<file path="src/rtl/scr_pkg.sv">
package scr_pkg;

    typedef enum logic [1:0] {
        LV_RX  = 2'd0,
        LV_TX  = 2'd1,
        LV_ALT = 2'd2
    } lvl_src_e;

    typedef struct packed {
        logic       inv_dir;
        logic [1:0] sel_bits;
    } mode_t;

    localparam mode_t MODE_RST = '{inv_dir: 1'b0, sel_bits: 2'b00};

    // bit 0 clear selects RX regardless of bit 1
    function automatic lvl_src_e decode_src(input logic [1:0] bits);
        if (!bits[0])      return LV_RX;
        else if (!bits[1]) return LV_TX;
        else               return LV_ALT;
    endfunction

endpackage

</file>
<file path="src/rtl/scr_store.sv">
module scr_store #(
    parameter int                 DATA_W  = 8,
    parameter logic [DATA_W-1:0]  RST_VAL = '1
) (
    input  logic              clk,
    input  logic              rst,
    input  logic              we,
    input  logic [DATA_W-1:0] d,
    output logic [DATA_W-1:0] q
);
    always_ff @(posedge clk) begin
        if (rst)     q <= RST_VAL;
        else if (we) q <= d;
    end
endmodule

</file>
<file path="src/rtl/scr_mode_reg.sv">
module scr_mode_reg
    import scr_pkg::*;
(
    input  logic       clk,
    input  logic       rst,
    input  logic       we,
    input  logic [1:0] sel_in,
    input  logic       inv_in,
    input  logic       tx_active,
    output mode_t      mode,
    output logic       dir_out
);
    always_ff @(posedge clk) begin
        if (rst) begin
            mode <= MODE_RST;
        end else if (we) begin
            mode.sel_bits <= sel_in;
            mode.inv_dir  <= inv_in;
        end
    end

    assign dir_out = mode.inv_dir ? tx_active : ~tx_active;


    dir_follow_chk: assert property (@(posedge clk) disable iff (rst)
        (tx_active != $past(tx_active) && mode.inv_dir == $past(mode.inv_dir))
        |-> (dir_out != $past(dir_out)));
endmodule

</file>
<file path="src/rtl/scr_rd_seq.sv">
module scr_rd_seq
    import scr_pkg::*;
(
    input  logic     clk,
    input  logic     rst,
    input  logic     restart,
    input  logic     rd_en,
    input  logic     swap_en,
    input  lvl_src_e src,
    output logic     pick_tx
);
    logic advance;
    assign advance = rd_en && swap_en && (src == LV_ALT);

    always_ff @(posedge clk) begin
        if (rst || restart) pick_tx <= 1'b0;
        else if (advance)   pick_tx <= ~pick_tx;
    end


    alt_flip_chk: assert property (@(posedge clk) disable iff (rst)
        (advance && !restart) |=> (pick_tx != $past(pick_tx)));


    alt_restart_chk: assert property (@(posedge clk) disable iff (rst)
        restart |=> !pick_tx);


    alt_hold_chk: assert property (@(posedge clk) disable iff (rst)
        (!swap_en && !restart) |=> $stable(pick_tx));
endmodule

</file>
<file path="src/rtl/scr_lvl_mux.sv">
module scr_lvl_mux
    import scr_pkg::*;
#(
    parameter int                DATA_W  = 8,
    parameter int                LVL_W   = 7,
    parameter logic [DATA_W-1:0] SCR_RST = 8'hFF
) (
    input  logic              clk,
    input  logic              rst,
    input  logic              swap_en,
    input  logic              wr_en,
    input  logic              rd_en,
    input  logic [DATA_W-1:0] wr_data,
    output logic [DATA_W-1:0] rd_data,
    input  logic [LVL_W-1:0]  rx_lvl,
    input  logic [LVL_W-1:0]  tx_lvl,
    input  logic              tx_active,
    output logic              dir_out
);
    localparam int PAD_W = DATA_W - LVL_W;

    logic [DATA_W-1:0] scr_q;
    mode_t             mode;
    lvl_src_e          src;
    logic              pick_tx;
    logic              mode_we;
    logic [DATA_W-1:0] rx_ext, tx_ext;

    assign mode_we = wr_en && swap_en;
    assign rx_ext  = {{PAD_W{1'b0}}, rx_lvl};
    assign tx_ext  = {{PAD_W{1'b0}}, tx_lvl};

    scr_store #(.DATA_W(DATA_W), .RST_VAL(SCR_RST)) u_store (
        .clk (clk),
        .rst (rst),
        .we  (wr_en && !swap_en),
        .d   (wr_data),
        .q   (scr_q)
    );

    scr_mode_reg u_mode (
        .clk       (clk),
        .rst       (rst),
        .we        (mode_we),
        .sel_in    (wr_data[1:0]),
        .inv_in    (wr_data[3]),
        .tx_active (tx_active),
        .mode      (mode),
        .dir_out   (dir_out)
    );

    assign src = decode_src(mode.sel_bits);

    scr_rd_seq u_seq (
        .clk     (clk),
        .rst     (rst),
        .restart (mode_we),
        .rd_en   (rd_en),
        .swap_en (swap_en),
        .src     (src),
        .pick_tx (pick_tx)
    );

    always_comb begin
        if (!swap_en) begin
            rd_data = scr_q;
        end else begin
            unique case (src)
                LV_TX:   rd_data = tx_ext;
                LV_ALT:  rd_data = pick_tx ? tx_ext : rx_ext;
                default: rd_data = rx_ext;
            endcase
        end
    end


    scr_reset_chk: assert property (@(posedge clk)
        rst |=> (scr_q == SCR_RST));


    scr_keep_chk: assert property (@(posedge clk) disable iff (rst)
        mode_we |=> $stable(scr_q));


    lvl_msb_chk: assert property (@(posedge clk) disable iff (rst)
        swap_en |-> (rd_data[DATA_W-1] == 1'b0));
endmodule

</file>
<file path="config.mk">
export PLATFORM = sky130hd
export DESIGN_NAME = scr_lvl_mux
export DESIGN_NICKNAME = d
export VERILOG_FILES = /design/src/rtl/scr_pkg.sv /design/src/rtl/scr_store.sv /design/src/rtl/scr_mode_reg.sv /design/src/rtl/scr_rd_seq.sv /design/src/rtl/scr_lvl_mux.sv
export SDC_FILE = /design/constraint.sdc
export NUM_CORES = 1
export LEC_CHECK = 0
export ABC_AREA = 1
export BUFFER_PORTS_ARGS = -buffer_cell sky130_fd_sc_hd__buf_2
export CORE_AREA = 2 2 46 48
export CTS_BUF_LIST = sky130_fd_sc_hd__clkbuf_4 sky130_fd_sc_hd__clkbuf_8
export CTS_CLUSTER_DIAMETER = 100
export DETAILED_ROUTE_END_ITERATION = 16
export DIE_AREA = 0 0 48 50
export PLACE_DENSITY = 0.69
export SLEW_MARGIN = 10
export SYNTH_ARGS = -nofsm -noshare
export SYNTH_HDL_FRONTEND = slang
export SYNTH_SLANG_ARGS = --single-unit
</file>
<file path="constraint.sdc">
create_clock -name clk -period 1.15 [get_ports clk]
set_input_delay 0.115 -clock clk [delete_from_list [all_inputs] [get_ports clk]]
set_output_delay 0.115 -clock clk [all_outputs]
set_load 0.02 [all_outputs]
</file>
## Word-level counts from Yosys, hierarchy flattened

Cells that the tools add are included.

| word-level totals | value |
|---|---|
| flip-flop bits (word level) | 12 |
| bits of input ports | 28 |
| word-level logic and storage cells | 20 |

| operators by class | value |
|---|---|
| eq/ne operators | 2 |
| muxes and demuxes | 6 |
| bitwise logic cells | 2 |
| reductions and logical operators | 6 |

Operators with widths:

| cell | count |
|---|---|
| $pmux W7 S2 | 1 |
| $mux W8 | 1 |
| $mux W7 | 1 |
| $logic_and A1 B1 Y1 | 4 |
| $mux W2 | 2 |
| $eq A2 B1 Y1 const B | 1 |
| $eq A2 B2 Y1 const B | 1 |
| $not A1 Y1 | 2 |
| $logic_not A1 Y1 | 1 |
| $logic_or A1 B1 Y1 | 1 |
| $mux W1 | 1 |

## Depth between registers and ports, before layout

| depth | value |
|---|---|
| depth after elaboration | 5 |
| gate-level depth with buffers | 6 |
| mapped depth without buffers | 6 |

## By module

A second synthesis with hierarchy kept.

| second synthesis, totals | value |
|---|---|
| cell total of the unflattened synthesis | 130 |
| area total of the unflattened synthesis | 764.5 µm² |

By module, submodules not included:

| module | instances | cells each | area each (µm²) |
|---|---|---|---|
| scr_lvl_mux | 1 | 65 | 290.3 |
| scr_store | 1 | 35 | 279.0 |
| scr_mode_reg | 1 | 20 | 128.9 |
| scr_rd_seq | 1 | 10 | 66.3 |

## Least setup slack after synthesis

No wires, ideal clock.

| timing path | value |
|---|---|
| path type | register to output |
| start | register u_seq.pick_tx |
| end | output rd_data[0] |
| arrival | 838 ps |
| required time | 1,035 ps |
| setup slack | 197 ps |
| cell stages (with the launch flop) | 7 |
| cell sequence | dfxtp_1 -> inv_1 -> nand2_2 -> nand2_2 -> nand2_1 -> nand3_1 -> nand2_1 |

| between the ends | value |
|---|---|
| cells in the longest elaborated chain, start to end | 3 |

RTL lines:

| element | RTL line | source |
|---|---|---|
| start, declared | scr_rd_seq.sv:10 | `output logic pick_tx` |
| start signal, assigned | scr_rd_seq.sv:17 | `else if (advance) pick_tx <= ~pick_tx;` |
| $mux W7 | scr_lvl_mux.sv:70 | `LV_ALT: rd_data = pick_tx ? tx_ext : rx_ext;` |
| $pmux W7 S2 | scr_lvl_mux.sv:68 | `unique case (src)` |
| $mux W8 | scr_lvl_mux.sv:65 | `if (!swap_en) begin` |
| end, declared | scr_lvl_mux.sv:14 | `output logic [DATA_W-1:0] rd_data,` |

Every way passes these cells.

## Worst setup path after layout

| timing path | value |
|---|---|
| start | register u_seq.pick_tx |
| end | output rd_data[6] |

Same word-level chain as after synthesis.

==> run metrics <==
Post-synth EDFFs=0; Die Width=about 48 µm; worst reg-to-reg setup slack=roughly 0.26 ns; Clock Tree Buf Depth=2; clock slew at reported path FFs=about 0.07 ns; DRT Pass-1 Iters=4; setup slack after layout=-0.139 ns; first-pass GRT wire length=around 2800 µm; reg2reg start=u_mode.mode[0]; Tightest Hold Check Type=primary input to flop; #FFs+latches synth=12; Core Region=0.00190 mm²; share of the synthesized area in the top cell type=approximately a third; port buffer count=36; Switching Share=between 20% and 30%; share of cells above drive strength 1=approximately two fifths; static leakage=0.610 nW; met3 Usage GRT=1.10%; power per cell area=approximately 1000 mW/mm²; status=complete, but fails checks; number of global-route vias before repair=approximately 730; ranking of synthesized cells by area=dfxtp_1 34%, nand2_1 21%, nand3_1 15%; # H-tree levels=1; r2r endpoint=u_seq.pick_tx; GRT Util Overall=between 10% and 20%; DR DRC count=0; Final Max Tran Viols=0; Synth Area in Adders=0%; VDD IR max=~0.84 mV; Final ANT Viol Nets=0; WL per Instance=roughly 9.4 µm; met1 Resource Use GR=between 15 and 20%; final hold vios=0; Setup-failing EPs final=7; WL final=1740 µm; Avg Synthesized Cell Area=~6.2 µm²; post-route cell area=around 0.0011 mm²; number of CTS-inserted buffers=3; MaxCap Viol Count=0; Pwr Total=around 1.1 mW; post-synthesis mux area share=0%; failing checks=setup timing; Root Buffer=clkbuf_4; Peak Freq=just under 800 MHz; total congestion overflow=0; synth warn=0; Psw=between 0.3 and 0.4 mW; routing usage on met2=slightly below 30%; Final TNS setup=-0.926 ns; Logic pwr share=roughly 29%; clk sinks=12; area growth from synthesis to layout=48.5%; IO Pins=37; via count=808; Critical Path RT=~1.0 ns; hold_buf cts=0; grt peak-use layer=met2; Post-Syn Area=between 700 and 800 µm²; DR iter-0 viols=12; RSZ-0062 raised after global routing=true; list of most frequent post-synthesis cells=40 x nand2_1, 21 x nand3_1, 17 x inv_1, 12 x dfxtp_1, 9 x nor2_1; cell depth of the worst flop-to-flop path=6; Slew @ Worst Pin=0.348 ns; net count after synthesis=approximately 140; Cell Int Power=a little under 0.8 mW; Initial Utilization=~38%; fraction of the mapped netlist area in simple logic gates=46.2%; Period minus WS final=1.29 ns; worst hold start=wr_data[4]; main combinational cell family by area after synthesis=simple AND/OR/NAND/NOR gates; post-DP HPWL=1320 µm; max_slew headroom=roughly three quarters; largest area contributor in the netlist=dfxtp_1; Vias/cell=4.37; Die Area=between 0.002 and 0.0025 mm²; Cell Area, Placed=~900 µm²; predominant post-synthesis flop cell=dfxtp_1; worst-case clock skew=0.0000369 ns; xor and xnor fraction of the mapped netlist area=under 10%; routability congestion estimate from global placement=about 0.68; count leader, synth=nand2_1; hold path depth=3; Compound-Gate Fraction of Synth Area=~4.6%; CP Class=flop to primary output; Worst-Skew Late Latency=0.27 ns; # diodes=0; Synth async-reset ratio=0%; antenna violations before repair=0; CTS tree=built; Placement Rows=16; Crit Path Max Fanout=8; Nets=around 190; arrival time worst endpoint=1.17 ns; die height=around 50 µm; number of distinct library cells after synthesis=16; sequential fraction of the synthesis area=approximately a third; Post-Synthesis Cells=between 100 and 150; power share of the sequential group=41.2%; pin count of the biggest net entering global routing=13; Critical Path End Type=primary output; clock group share of total power=approximately 30%; Place WS=around 0.072 ns; Final Cycle Share=112%; Hold Path End=u_store.q[4]; crit start category=flop
final cells by class:
| type | count | area (µm²) |
|---|---|---|
| fill | 177 | 841 |
| clock buffer | 4 | 36.3 |
| inverter | 20 | 78.8 |
| multi-input combinational | 81 | 404 |
| sequential | 12 | 246 |
| timing repair buffer | 41 | 262 |
| tap | 27 | 33.8 |
kinds of logic (layout without fill, tap and decap cells):
group                  Yosys count  in the layout
AND/OR/NAND/NOR                 75             75
AO/OA/AOI/OAI                    5              5
flip-flops                      12             12
buffers and inverters           23             65
XOR/XNOR                         1              1
power groups by stage:
stage	combinational (mW)	sequential, mW	clock, mW
floorplan	0.178	0.461	0
global placement	0.272	0.466	0
detailed placement	0.276	0.466	0
CTS	0.314	0.458	0.340
global route	0.359	0.462	0.366
finish	0.323	0.459	0.331
metal layers:
layer	wire, µm	vias to the layer above
met1	773	335
met2	870	30
met3	67	2
met4	23	0
li1	-	441
met5	0	-
timing repair:
action                     in CTS  in global routing
gates cloned                    0                  0
gates resized for setup        21                  7
setup buffers                   1                  1
setup endpoints to repair       7                  7
pin swaps                       1                  5
critical path, stage by stage, from the launching register on:
cell and delay [ns]:
dfxtp_2 0.32, inv_2 0.07, nand2_4 0.08, nand2_4 0.11, nand2_1 0.06, nand3_1 0.07
nand2_1 0.06, buf_6 0.13
sequential cells by signal, indices dropped and copies added (netlist names):
name	cells
u_mode.mode	3
u_seq.pick_tx	1
u_store.q	8
per-stage QoR:
step	std cells	hold slack, ns	utilization [%]
after detailed placement	179	0.326	48.8
final	185	0.0384	55.8
after global routing	185	0.0378	55.8
after floorplan	116	0.228	-
after global placement	179	0.314	48.8
after CTS	184	0.0371	54.2
placed cells by master, fill, tap and decap left out:
cell | netlist | layout
buf_2 | 1 | 29
buf_4 | 1 | 5
buf_6 | 1 | 7
clkbuf_4 | 0 | 3
clkbuf_8 | 0 | 1
clkinv_2 | 1 | 1
dfxtp_1 | 12 | 9
dfxtp_2 | 0 | 2
dfxtp_4 | 0 | 1
inv_1 | 17 | 16
inv_2 | 1 | 2
inv_4 | 1 | 1
nand2_1 | 40 | 35
nand2_2 | 3 | 6
nand2_4 | 2 | 4
nand3_1 | 21 | 19
nand3_2 | 0 | 2
nor2_1 | 9 | 9
o211ai_2 | 1 | 1
o21ai_1 | 4 | 4
xnor2_1 | 1 | 1
worst max path at each step:
stage | start | slack [ns] | end
global placement | u_seq.pick_tx | 0.09 | rd_data[5]
floorplan | u_seq.pick_tx | 0.20 | rd_data[0]
CTS | u_seq.pick_tx | -0.12 | rd_data[1]
detailed placement | u_seq.pick_tx | 0.07 | rd_data[0]
global route | u_seq.pick_tx | -0.22 | rd_data[5]
finish | u_seq.pick_tx | -0.14 | rd_data[6]
(Power assumes the default switching activity.)
